$ cat src/rtl/ddr3_init_pkg.sv
package ddr3_init_pkg;
    localparam int CTL_W    = 4;
    localparam int CMD_W    = 6;
    localparam int CTL_SEL  = 0;
    localparam int CTL_CKE  = 1;
    localparam int CTL_ODT  = 2;
    localparam int CTL_RSTN = 3;
    localparam int CMD_CS   = 0;
    localparam int CMD_WE   = 1;
    localparam int CMD_CAS  = 2;
    localparam int CMD_RAS  = 3;

    localparam logic [CTL_W-1:0] CTL_SW   = 4'b1110;
    localparam logic [CTL_W-1:0] CTL_REL  = 4'b1100;
    localparam logic [CTL_W-1:0] CTL_HAND = 4'b0001;

    localparam logic [CMD_W-1:0] CMD_MRS = 6'b001111;
    localparam logic [CMD_W-1:0] CMD_ZQ  = 6'b000011;

    localparam int NUM_STEPS = 5;
    localparam int STEP_W    = 3;

    typedef enum logic [3:0] {
        ST_IDLE,
        ST_PHY_ON,
        ST_PHY_OFF,
        ST_REL,
        ST_CKE,
        ST_MRS,
        ST_MRD,
        ST_ZQ,
        ST_ZQW,
        ST_DONE
    } seq_state_e;
endpackage

$ cat src/rtl/ddr3_init_timer.sv
module ddr3_init_timer #(
    parameter int CNT_W = 16
) (
    input  logic             clk,
    input  logic             rst_n,
    input  logic             load,
    input  logic [CNT_W-1:0] load_val,
    output logic             expired
);
    logic [CNT_W-1:0] cnt_d, cnt_q;

    always_comb begin
        if (load) begin
            cnt_d = load_val;
        end else if (cnt_q != '0) begin
            cnt_d = cnt_q - 1'b1;
        end else begin
            cnt_d = cnt_q;
        end
    end

    always_ff @(posedge clk) begin
        if (!rst_n) cnt_q <= '0;
        else        cnt_q <= cnt_d;
    end

    assign expired = (cnt_q == '0);
endmodule

$ cat src/rtl/ddr3_init_cmdrom.sv
module ddr3_init_cmdrom
    import ddr3_init_pkg::*;
#(
    parameter int ADDR_W = 14,
    parameter int BANK_W = 3
) (
    input  logic [STEP_W-1:0] step,
    output logic [ADDR_W-1:0] addr,
    output logic [BANK_W-1:0] bank,
    output logic [CMD_W-1:0]  cmd
);
    // Steps 0..3 are the mode loads (MR2, MR3, MR1, MR0); step 4 is ZQ.
    always_comb begin
        addr = '0;
        bank = '0;
        cmd  = '0;
        case (step)
            3'd0: begin addr = ADDR_W'(12'h200); bank = BANK_W'(2); cmd = CMD_MRS; end
            3'd1: begin addr = ADDR_W'(12'h000); bank = BANK_W'(3); cmd = CMD_MRS; end
            3'd2: begin addr = ADDR_W'(12'h006); bank = BANK_W'(1); cmd = CMD_MRS; end
            3'd3: begin addr = ADDR_W'(12'h920); bank = BANK_W'(0); cmd = CMD_MRS; end
            3'd4: begin addr = ADDR_W'(12'h400); bank = BANK_W'(0); cmd = CMD_ZQ;  end
            default: ;
        endcase
    end
endmodule

$ cat src/rtl/ddr3_init_seq.sv
module ddr3_init_seq
    import ddr3_init_pkg::*;
#(
    parameter int NUM_PHASES = 4,
    parameter int ADDR_W     = 14,
    parameter int BANK_W     = 3,
    parameter int RD_PHASE   = 2,
    parameter int WR_PHASE   = 3,
    parameter int T_PHY_RST  = 1000,
    parameter int T_RESET    = 50000,
    parameter int T_CKE      = 10000,
    parameter int T_MRD      = 200,
    parameter int T_ZQ       = 200,
    localparam int PHASE_W   = (NUM_PHASES > 1) ? $clog2(NUM_PHASES) : 1
) (
    input  logic                        clk,
    input  logic                        rst_n,
    input  logic                        start,
    output logic                        done,
    output logic                        phy_rst,
    output logic [PHASE_W-1:0]          rd_phase,
    output logic [PHASE_W-1:0]          wr_phase,
    output logic [CTL_W-1:0]            ctrl,
    output logic [NUM_PHASES*CMD_W-1:0] cmd,
    output logic [NUM_PHASES-1:0]       issue,
    output logic [ADDR_W-1:0]           addr,
    output logic [BANK_W-1:0]           bank
);
    localparam int MAX_A = (T_PHY_RST > T_RESET) ? T_PHY_RST : T_RESET;
    localparam int MAX_B = (T_CKE > T_MRD) ? T_CKE : T_MRD;
    localparam int MAX_C = (MAX_A > MAX_B) ? MAX_A : MAX_B;
    localparam int MAX_T = (MAX_C > T_ZQ) ? MAX_C : T_ZQ;
    localparam int CNT_W = $clog2(MAX_T + 1);

    typedef struct packed {
        seq_state_e         st;
        logic [STEP_W-1:0]  step;
        logic [PHASE_W-1:0] rdph;
        logic [PHASE_W-1:0] wrph;
    } seq_reg_t;

    seq_reg_t           r_d, r_q;
    logic               tmr_load;
    logic [CNT_W-1:0]   tmr_val;
    logic               tmr_expired;
    logic [ADDR_W-1:0]  rom_addr;
    logic [BANK_W-1:0]  rom_bank;
    logic [CMD_W-1:0]   rom_cmd;
    logic               issue_on;

    ddr3_init_timer #(.CNT_W(CNT_W)) u_timer (
        .clk      (clk),
        .rst_n    (rst_n),
        .load     (tmr_load),
        .load_val (tmr_val),
        .expired  (tmr_expired)
    );

    ddr3_init_cmdrom #(.ADDR_W(ADDR_W), .BANK_W(BANK_W)) u_rom (
        .step (r_q.step),
        .addr (rom_addr),
        .bank (rom_bank),
        .cmd  (rom_cmd)
    );

    // Next-state logic; every wait state lasts exactly its parameter in cycles.
    always_comb begin
        r_d      = r_q;
        tmr_load = 1'b0;
        tmr_val  = '0;
        case (r_q.st)
            ST_IDLE: if (start) begin
                r_d.st   = ST_PHY_ON;
                r_d.rdph = PHASE_W'(RD_PHASE);
                r_d.wrph = PHASE_W'(WR_PHASE);
                tmr_load = 1'b1;
                tmr_val  = CNT_W'(T_PHY_RST - 1);
            end
            ST_PHY_ON: if (tmr_expired) begin
                r_d.st   = ST_PHY_OFF;
                tmr_load = 1'b1;
                tmr_val  = CNT_W'(T_PHY_RST - 1);
            end
            ST_PHY_OFF: if (tmr_expired) begin
                r_d.st   = ST_REL;
                tmr_load = 1'b1;
                tmr_val  = CNT_W'(T_RESET - 1);
            end
            ST_REL: if (tmr_expired) begin
                r_d.st   = ST_CKE;
                tmr_load = 1'b1;
                tmr_val  = CNT_W'(T_CKE - 1);
            end
            ST_CKE: if (tmr_expired) begin
                r_d.st   = ST_MRS;
                r_d.step = '0;
            end
            ST_MRS: begin
                r_d.step = r_q.step + 1'b1;
                if (r_q.step == STEP_W'(NUM_STEPS - 2)) begin
                    r_d.st   = ST_MRD;
                    tmr_load = 1'b1;
                    tmr_val  = CNT_W'(T_MRD - 1);
                end
            end
            ST_MRD: if (tmr_expired) r_d.st = ST_ZQ;
            ST_ZQ: begin
                r_d.st   = ST_ZQW;
                tmr_load = 1'b1;
                tmr_val  = CNT_W'(T_ZQ - 1);
            end
            ST_ZQW: if (tmr_expired) r_d.st = ST_DONE;
            default: r_d.st = ST_DONE;
        endcase
    end

    always_ff @(posedge clk) begin
        if (!rst_n) begin
            r_q <= '{st: ST_IDLE, step: '0, rdph: '0, wrph: '0};
        end else begin
            r_q <= r_d;
        end
    end

    // Moore output decode from the registered state.
    assign issue_on = (r_q.st == ST_MRS) || (r_q.st == ST_ZQ);

    always_comb begin
        case (r_q.st)
            ST_IDLE: ctrl = '0;
            ST_REL:  ctrl = CTL_REL;
            ST_DONE: ctrl = CTL_HAND;
            default: ctrl = CTL_SW;
        endcase
    end

    assign phy_rst  = (r_q.st == ST_PHY_ON);
    assign done     = (r_q.st == ST_DONE);
    assign rd_phase = r_q.rdph;
    assign wr_phase = r_q.wrph;
    assign addr     = issue_on ? rom_addr : '0;
    assign bank     = issue_on ? rom_bank : '0;

    generate
        for (genvar p = 0; p < NUM_PHASES; p++) begin : g_phase
            if (p == 0) begin : g_active
                assign cmd[CMD_W-1:0] = issue_on ? rom_cmd : '0;
                assign issue[0]       = issue_on;
            end else begin : g_silent
                assign cmd[p*CMD_W +: CMD_W] = '0;
                assign issue[p]              = 1'b0;
            end
        end
    endgenerate

    assert_phy_release_R2: assert property (@(posedge clk) disable iff (!rst_n)
        $fell(phy_rst) |-> (ctrl == CTL_SW));

    assert_release_wait_R3: assert property (@(posedge clk) disable iff (!rst_n)
        (r_q.st == ST_REL && !tmr_expired) |=> (r_q.st == ST_REL));

    assert_cmd_needs_cke_R4: assert property (@(posedge clk) disable iff (!rst_n)
        issue[0] |-> (ctrl[CTL_CKE] && ctrl[CTL_RSTN]));

    assert_mr3_after_mr2_R5: assert property (@(posedge clk) disable iff (!rst_n)
        (issue[0] && bank == BANK_W'(3)) |-> ($past(issue[0]) && $past(bank) == BANK_W'(2)));

    assert_done_hold_R7: assert property (@(posedge clk) disable iff (!rst_n)
        done |=> done);

    assert_handover_R7: assert property (@(posedge clk) disable iff (!rst_n)
        done |-> (ctrl == CTL_HAND && !phy_rst && issue == '0));
endmodule

$ cat config.mk
export PLATFORM = sky130hd
export DESIGN_NAME = ddr3_init_seq
export DESIGN_NICKNAME = d
export VERILOG_FILES = /design/src/rtl/ddr3_init_pkg.sv /design/src/rtl/ddr3_init_timer.sv /design/src/rtl/ddr3_init_cmdrom.sv /design/src/rtl/ddr3_init_seq.sv
export SDC_FILE = /design/constraint.sdc
export NUM_CORES = 1
export LEC_CHECK = 0
export ABC_AREA = 1
export BUFFER_PORTS_ARGS = -buffer_cell sky130_fd_sc_hd__buf_2
export CORE_MARGIN = 2
export CORE_UTILIZATION = 51
export DETAILED_ROUTE_END_ITERATION = 10
export GPL_ROUTABILITY_DRIVEN = 0
export PLACE_DENSITY = 0.78
export SLEW_MARGIN = 20
export SYNTH_ARGS = -nofsm -noshare
export SYNTH_HDL_FRONTEND = slang
export SYNTH_SLANG_ARGS = --single-unit
$ cat constraint.sdc
create_clock -name clk -period 2.1 [get_ports clk]
set_clock_uncertainty 0.1 [all_clocks]
set_input_delay 0 -clock clk [delete_from_list [all_inputs] [get_ports clk]]
set_output_delay 0 -clock clk [all_outputs]
set_load 0.01 [all_outputs]
==> results of run 1 <==
-- state kept, by name, indices dropped and copies added (netlist names) --
register / cells
r_q: 7
u_timer.cnt_q: 16
rd_phase: 1
-- worst min-delay path: stages --
cell and delay (ns):
buf_2 0.09, inv_1 0.09, nor2_4 0.07, o21a_1 0.16
-- layer usage --
metal,GRT usage (%),share of wire [%],up-vias
met5,0,0,-
met4,4.575,1.0,0
met3,3.070,4.2,4
met2,29.81,49,47
met1,23.29,46,851
li1,-,-,1005
-- per-stage QoR --
stage	instances	utilization [%]	setup WS (ns)	hold slack, ns
6_report	406	55.19	0.2061	0.09393
4_1_cts	406	55.19	0.1965	0.09269
3_5_place_dp	401	53.17	0.2149	0.2444
5_1_grt	406	55.19	0.08018	0.1146
3_3_place_gp	401	53.17	0.2540	0.2468
2_1_floorplan	369	-	0.3290	0.1848
-- power groups by stage --
stage               combinational, mW  clock, mW  sequential, mW
floorplan                        1.77          0           0.768
global placement                 2.07          0           0.816
detailed placement               2.08          0           0.819
CTS                              2.10      0.412           0.808
global route                     2.39      0.430           0.833
finish                           2.11      0.405           0.811
-- how the worst max path moves through the flow --
stage,startpoint,cells after the start,endpoint,slack [ns]
CTS,r_q[4],10,u_timer.cnt_q[7],0.20
floorplan,r_q[4],8,u_timer.cnt_q[1],0.33
global placement,r_q[4],8,u_timer.cnt_q[1],0.25
detailed placement,r_q[4],10,u_timer.cnt_q[7],0.21
finish,r_q[4],10,u_timer.cnt_q[7],0.21
global route,r_q[6],10,u_timer.cnt_q[7],0.08
-- what timing repair did --
action                                  in CTS  in global routing
endpoints found under the hold margin        8                  0
endpoints found under the setup margin       0                  0
gates resized for setup                      0                  0
hold buffers                                 1                  0
-- final cells by class --
cell class / instances / area (µm²)
clock buffers: 3 / 41.29
clock inverters: 1 / 30.03
fillers: 388 / 1805
inverters: 47 / 178.9
multi-input cells: 255 / 1295
flip-flops and latches: 24 / 480.5
well taps: 50 / 62.56
repair buffers: 26 / 135.1
-- cell usage in the layout, fill, tap and decap left out, types with 2 or more instances in the layout --
master / netlist / final
a21oi_1: 7 / 7
buf_2: 1 / 25
clkbuf_8: 0 / 3
clkinv_1: 2 / 2
conb_1: 1 / 32
dfxtp_1: 24 / 24
ha_1: 7 / 7
inv_1: 41 / 41
inv_2: 3 / 3
nand2_1: 68 / 68
nand2_2: 3 / 3
nand2_4: 2 / 2
nand3_1: 17 / 17
nand4_1: 2 / 2
nor2_1: 60 / 60
nor2_2: 7 / 7
nor2_4: 4 / 4
nor2_8: 2 / 2
nor3_1: 7 / 7
o21ai_0: 15 / 15
xnor2_1: 3 / 3
xor2_1: 4 / 4
-- cell families (layout without fill, tap and decap cells) --
| logic type | count (synthesis) | after routing |
|---|---|---|
| and+or+nand+nor | 182 | 182 |
| buffers and inverters | 90 | 77 |
| AOI/OAI and AO/OA | 27 | 27 |
| DFF | 24 | 24 |
| adders and majority gates | 7 | 7 |
| xor gates and xnor gates | 7 | 7 |
| other | 1 | 32 |
==> impl_metrics.yaml, run 1 <==
logic_synthesis:
  synth_seq_area_share_pct: 22.26
  yosys_warnings: 0
  yosys.area.top_type: "dfxtp_1"
  number_of_register_bits_inferred_by_synthesis: 24
  synthTopCellsByArea: "dfxtp_1, buf_4, nand2_1"
  synth.top_cells.by_count: "nand2_1, nor2_1, buf_4, inv_1, dfxtp_1"
  synth.avg_cell_area_um2: 6.386
  synthSimpleGateAreaFrac_pct: 40.81
  fraction_of_synthesized_cell_area_in_xor_and_xnor_cells_pct: 2.841
  postSynthCellCount: 338
  syn_area_um2: 2158
  most_common_cell_in_the_netlist: "nand2_1"
  dominantRegCellSynth: "dfxtp_1"
  yosys.area_share.adder_pct: 4.058
  post_synthesis_mux_area_share_pct: 0
  post-synth-top-area-fraction_pct: 22.26
  synth_unique_cells: 38
  synthArstFlopShare_pct: 0
  synth_top_family_by_area: "simple AND/OR/NAND/NOR gates"
  synth-compound-area-share_pct: 6.725
  synth_edf_count: 0
placement:
  dp_hpwl_mm: 3.541
  placed_area_um2: 2142
  port_buffers: 25
critical_path:
  critical_path_cell_by_cell: "ha_1 -> ha_1 -> nor2_1 -> nor2_8 -> nor2_8 -> o21ai_0 -> inv_1 -> nand2_1 -> nor2_1 -> nor2_1"
  worstPathBufferInverterCount: 1
  setup.worst_path.class: "reg -> reg"
  worst_path_max_delay_cell: "dfxtp_1"
  worst_r2r_path_depth: 10
  path_common_cell: "nor2_1"
  worst-path-max-fanout: 8
  worst_ep_required_time_ns: 2.17
  cp_top_family: "simple AND/OR/NAND/NOR gates"
  worstPathArrival_ns: 1.96
  cp-start-kind: "flip-flop"
  worst-r2r-setup-slack_ns: 0.21
  critical_path.reg2reg.endpoint: "u_timer.cnt_q[7]"
  cp-end-kind: "flip-flop"
  worst_path_largest_cell_delay_ns: 0.36
  r2r-start: "r_q[4]"
clock_tree:
  cts_buffer_depth: 2
  clk_sinks: 24
  root_buffer: "clkbuf_8"
  clk_latency_ns: 0.27
  clkTransAtPathRegs_ns: 0.09
  cts.repair_timing.setup_buffer_count: 0
  tritoncts.num_buffers: 3
  cts_tree: "done"
  h-tree-depth: 1
sta:
  timing.final.crit_period_ns: 1.894
  rsz0062_at_grt: "no"
  final.period_utilization_pct: 90.19
  peak_clock_frequency_supported_by_timing_mhz: 528.0
  report.final.hold_viol_count: 0
  slew_violations: 0
  setup_violations: 0
  final.setup.tns_ns: 0
job:
  max_cap_viol_count: 0
grt:
  global_route.overflow_total: 0
  track_usage_pct: 17.68
  grt_start_max_net_pins: 15
  grt_first_pass_wirelength_mm: 7.072
  first_global_vias: 1632
  number_of_antenna_violations_at_the_first_check_in_global_routing: 0
cells_and_area:
  antenna_cells_inserted: 0
  layout.cell_area.non_filler_um2: 2223
  final_nets: 367
  layout-drive-gt1-share_pct: 15.73
  area.growth.synth_to_final_pct: 3.014
power_and_ir_drop:
  net-switching-power_mw: 1.720
  leakage_nw: 1.222
  power.share.combinational_pct: 63.4
  netSwitchingFraction_pct: 51.78
  seqPwrFrac_pct: 24.4
  clockPowerShare_pct: 12.2
  cellPowerDensity_nw_per_um2: 1494
  p_int_mw: 1.602
  design_power_total_mw: 3.322
  worst_vdd_rail_ir_drop_mv: 0.8291
die:
  die_w_um: 69.06
  initial_utilization_pct: 53.57
  design.die.area_um2: 4769
  die_h_um: 69.06
  core-area_um2: 4029
  design.portCount: 58
  fp-row-count: 23
detailed_routing:
  drc: 0
  antenna_violating_nets_post_route: 0
  routed_wire_length_per_instance_um: 10.61
  first_iter_violations: 131
  overall_via_count_from_detail_route: 1907
  drt_pass_1_iters: 4
  avgViaCountPerCell: 4.697
  postRouteWirelength_mm: 4.307
hold_path:
  min_delay_path_depth: 4
  timing.hold.worst.start: "start"
  whs_endpoint: "rd_phase[1]"
  hold_path.class: "in -> reg"
run_status:
  run_status: "completed"
Power figures use the tool's default switching activity.
==> run 2: changes to the inputs <==
CORE_UTILIZATION = 55   (was 51)
CTS_BUF_LIST = sky130_fd_sc_hd__clkbuf_2   (was unset)
PLACE_DENSITY = 0.83   (was 0.78)
==> impl_metrics.yaml, run 2 (synthesis gave the netlist of run 1 again) <==
clock_tree:
  clk_sinks: 24
  tritoncts.num_buffers: 3
  cts_tree: "done"
  root_buffer: "clkbuf_2"
  clkTransAtPathRegs_ns: 0.24
  post_cts_resize_count: 0
  cts_buffer_depth: 2
  clk_latency_ns: 0.36
  h-tree-depth: 1
detailed_routing:
  antenna_violating_nets_post_route: 0
  routed_wire_length_per_instance_um: 10.50
  drt_pass_1_iters: 4
  drc: 0
  first_iter_violations: 75
  avgViaCountPerCell: 4.805
  overall_via_count_from_detail_route: 1951
  postRouteWirelength_mm: 4.264
sta:
  peak_clock_frequency_supported_by_timing_mhz: 501.3
  report.final.hold_viol_count: 0
  finalWorstSetupSlack_ns: 0.1051
  slew_violations: 0
  setup_violations: 0
  final.setup.tns_ns: 0
  rsz0062_at_grt: "no"
  timing.final.crit_period_ns: 1.995
  final.period_utilization_pct: 95.00
cells_and_area:
  number_of_filler_instances_in_the_final_layout: 362
  layout.cell_area.non_filler_um2: 2186
  layout-drive-gt1-share_pct: 15.64
  final_nets: 369
  registers.top_by_ff_count: "u_timer.cnt_q"
  antenna_cells_inserted: 0
  most_frequent_cells_in_the_layout: "nand2_1, nor2_1, inv_1"
  area.growth.synth_to_final_pct: 1.276
  number_of_flip_flops_under_the_largest_register_name: 16
  layout_commonest_cell: "nand2_1"
placement:
  pre_cts_slack_ns: 0.1713
  placed_area_um2: 2147
  dp_hpwl_mm: 3.460
  port_buffers: 25
grt:
  grt_start_max_net_pins: 14
  global_route.overflow_total: 0
  number_of_antenna_violations_at_the_first_check_in_global_routing: 0
  track_usage_pct: 20.67
  grt_first_pass_wirelength_mm: 7.148
  first_global_vias: 1691
critical_path:
  cp-start-kind: "flip-flop"
  worst_ep_required_time_ns: 2.30
  setup.worst_path.class: "reg -> reg"
  cp-end-kind: "flip-flop"
  worstPathArrival_ns: 2.19
  worst-path-max-fanout: 9
power_and_ir_drop:
  leakage_nw: 1.209
  worst_vdd_rail_ir_drop_mv: 0.6484
  cellPowerDensity_nw_per_um2: 1416
die:
  design.die.area_um2: 4442
  fp-row-count: 22
  die_h_um: 66.65
  die_w_um: 66.65
  core-area_um2: 3716
  initial_utilization_pct: 58.08
  design.portCount: 58
job:
  max_cap_viol_count: 0
hold_path:
  hold_path.class: "in -> reg"
run_status:
  run_status: "completed"
-- run 2: cell types whose count changed in the layout (fill, tap and decap cells not counted), sizes merged --
| cell | previous run | this run |
|---|---|---|
| bufinv | 1 | 0 |
| clkinv | 2 | 3 |
| dlygate4sd3 | 1 | 2 |
| buf | 25 | 26 |
-- run 2: final timing paths --
path / start / to / slack [ns] / cells after the start
worst max-delay path: r_q[4] / u_timer.cnt_q[2] / 0.11 / 10
worst min-delay path: rst_n / r_q[10] / 0.38 / 4
worst max register to register: r_q[4] / u_timer.cnt_q[2] / 0.11 / 10
worst min register to register: r_q[6] / r_q[6] / 0.44 / 2
-- run 2: worst max-delay path, stage by stage (launching register included) --
cell	delay (ns)
dfxtp_1	0.40
ha_1	0.22
ha_1	0.20
nor2_1	0.32
nor2_8	0.08
nor2_8	0.19
nand2_8	0.10
inv_4	0.08
o21ai_0	0.09
nand3_1	0.10
inv_1	0.04
-- run 2: per-stage QoR --
stage               cells  hold slack, ns  util, %  total power, mW
floorplan             369          0.1848        -            2.541
global placement      400          0.2345    57.78            2.861
detailed placement    400          0.2360    57.78            2.877
CTS                   406          0.3786    58.82            3.078
global route          406          0.3886    58.82            3.441
finish                406          0.3780    58.82            3.095
-- run 2: routing by layer --
layer | share of wire, % | GRT usage [%] | vias to the layer above | wire length, µm
met5 | 0 | 0 | - | 0
met4 | 2.5 | 8.418 | 0 | 108
met3 | 7.8 | 1.689 | 13 | 334
met2 | 44 | 35.00 | 94 | 1889
met1 | 45 | 26.91 | 832 | 1932
li1 | - | - | 1012 | -
-- run 2: power breakdown --
group / switching, mW / internal (mW) / total, mW
sequential: 0.192 / 0.615 / 0.807
combinational: 1.36 / 0.741 / 2.10
clock: 0.150 / 0.0414 / 0.191
-- run 2: what timing repair did --
| action | CTS | global route |
|---|---|---|
| endpoints found under the hold margin | 17 | 0 |
| setup buffers | 0 | 0 |
| hold buffers | 2 | 0 |
-- run 2: final cells by class --
cell class | count | area, µm² | share of cell area, %
clock buffer | 3 | 15.01 | 0.6869
clock inverter | 1 | 3.754 | 0.1717
inverter | 47 | 178.9 | 8.185
multi-input combinational | 255 | 1295 | 59.24
sequential | 24 | 480.5 | 21.98
tap | 48 | 60.06 | 2.748
timing repair buffer | 28 | 152.6 | 6.983
==> run 3: changes to the inputs <==
--- a/config.mk
+++ b/config.mk
@@ -9,9 +9,8 @@
 export BUFFER_PORTS_ARGS = -buffer_cell sky130_fd_sc_hd__buf_2
 export CORE_MARGIN = 2
-export CORE_UTILIZATION = 55
+export CORE_UTILIZATION = 59
 export CTS_BUF_LIST = sky130_fd_sc_hd__clkbuf_2
 export DETAILED_ROUTE_END_ITERATION = 10
-export GPL_ROUTABILITY_DRIVEN = 0
-export PLACE_DENSITY = 0.83
+export PLACE_DENSITY = 0.88
 export SLEW_MARGIN = 20
 export SYNTH_ARGS = -nofsm -noshare
==> constraint.sdc (replaced) <==
create_clock -name clk -period 2.31 [get_ports clk]
set_clock_uncertainty 0.1 [all_clocks]
set_input_delay 0 -clock clk [delete_from_list [all_inputs] [get_ports clk]]
set_output_delay 0 -clock clk [all_outputs]
set_load 0.02 [all_outputs]
==> impl_metrics.yaml, run 3 (synthesis gave the netlist of run 1 again) <==
run_status:
  run_status: "completed"
clock_tree:
  tritoncts.num_buffers: 3
  clk_sinks: 24
  cts_tree: "done"
  root_buffer: "clkbuf_2"
  clk_latency_ns: 0.34
  post_cts_resize_count: 0
  h-tree-depth: 1
  clkTransAtPathRegs_ns: 0.23
  cts_buffer_depth: 2
grt:
  global_route.overflow_total: 0
  grt_first_pass_wirelength_mm: 7.596
  number_of_antenna_violations_at_the_first_check_in_global_routing: 0
  grt_start_max_net_pins: 15
  track_usage_pct: 23.18
  first_global_vias: 1748
cells_and_area:
  final_nets: 368
  layout.cell_area.non_filler_um2: 2202
  register_area_um2: 480.5
  registers.top_by_ff_count: "u_timer.cnt_q"
  layout.cells.non_filler: 403
  antenna_cells_inserted: 0
  layout-drive-gt1-share_pct: 15.69
  area.growth.synth_to_final_pct: 2.029
  number_of_flip_flops_under_the_largest_register_name: 16
  multi_input_comb_area_um2: 1295
  number_of_filler_instances_in_the_final_layout: 328
  layout_commonest_cell: "nand2_1"
  most_frequent_cells_in_the_layout: "nand2_1, nor2_1, inv_1"
die:
  design.portCount: 58
  die_h_um: 64.48
  fp-row-count: 21
  initial_utilization_pct: 63.19
  die_w_um: 64.48
  core-area_um2: 3416
  design.die.area_um2: 4158
placement:
  placed_area_um2: 2137
  port_buffers: 25
  pre_cts_slack_ns: 0.4175
  gp_routability_congestion: 0.9677
  dp_hpwl_mm: 3.724
  total_placed_cells_including_tap_cells: 397
detailed_routing:
  drt_pass_1_iters: 5
  overall_via_count_from_detail_route: 1982
  antenna_violating_nets_post_route: 0
  drc: 0
  first_iter_violations: 137
  postRouteWirelength_mm: 4.588
  avgViaCountPerCell: 4.918
  routed_wire_length_per_instance_um: 11.38
sta:
  finalWorstSetupSlack_ns: 0.3577
  timing.final.crit_period_ns: 1.952
  final.period_utilization_pct: 84.52
  final.setup.tns_ns: 0
  setup_violations: 0
  rsz0062_at_grt: "no"
  report.final.hold_viol_count: 0
  slew_violations: 0
  peak_clock_frequency_supported_by_timing_mhz: 512.2
hold_path:
  hold_path.class: "in -> reg"
  timing.hold.worst.start: "rst_n"
critical_path:
  worst_ep_required_time_ns: 2.48
  setup.worst_path.class: "reg -> reg"
  worst-path-max-fanout: 8
  cp-end-kind: "flip-flop"
  critical_path_origin: "r_q[4]"
  r2r-start: "r_q[4]"
  worstPathArrival_ns: 2.13
  cp-start-kind: "flip-flop"
job:
  max_cap_viol_count: 0
power_and_ir_drop:
  leakage_nw: 1.217
  design_power_total_mw: 3.048
  worst_vdd_rail_ir_drop_mv: 0.7840
  cellPowerDensity_nw_per_um2: 1384
-- run 3: cell count changes in the layout (fill, tap and decap cells not counted) --
cell / delta
buf_4: -1
bufinv_16: +1
clkinv_1: -1
-- run 3: per-stage QoR --
stage                     util [%]  hold slack (ns)
after floorplan                  -           0.1848
after global placement       62.56           0.2393
after detailed placement     62.56           0.2438
after CTS                    64.47           0.4009
after global routing         64.47           0.3888
final                        64.47           0.4098
-- run 3: worst max-delay path, cell delays in order (launching register included) --
cell and delay (ns):
dfxtp_1 0.40, ha_1 0.21, ha_1 0.19, nor2_1 0.32, nor2_8 0.09, nor2_8 0.18, nand3_2 0.14, o21ai_0 0.20
nor2_1 0.05
-- run 3: timing repair --
action	4_1_cts	5_1_grt
hold buffers	2	0
buffers inserted	0	0
hold endpoints to repair	14	0
-- run 3: area by class of cell --
| class | count | area share, % |
|---|---|---|
| clock inverter | 1 | 1.364 |
| clock buffer | 3 | 0.6818 |
| tap | 46 | 2.614 |
| timing repair buffer | 27 | 6.591 |
| multi-input combinational | 255 | 58.81 |
| inverter | 47 | 8.125 |
| sequential | 24 | 21.82 |
-- run 3: worst paths after layout --
kind | to | slack (ns) | depth (start not counted)
worst max-delay path | u_timer.cnt_q[1] | 0.36 | 8
worst max register to register | u_timer.cnt_q[1] | 0.36 | 8
worst min-delay path | r_q[7] | 0.41 | 4
worst min register to register | rd_phase[1] | 0.43 | 1
-- run 3: per-layer routing --
| metal | GRT usage (%) | wire length, µm | vias to the layer above |
|---|---|---|---|
| met2 | 40.89 | 2255 | 85 |
| met5 | 0 | 0 | - |
| met3 | 2.778 | 351 | 8 |
| met4 | 9.043 | 70 | 0 |
| li1 | - | - | 1007 |
| met1 | 28.74 | 1910 | 882 |
-- run 3: power by group --
part,switching (mW),internal [mW]
sequential,0.182,0.559
clock,0.129,0.149
combinational,1.36,0.668
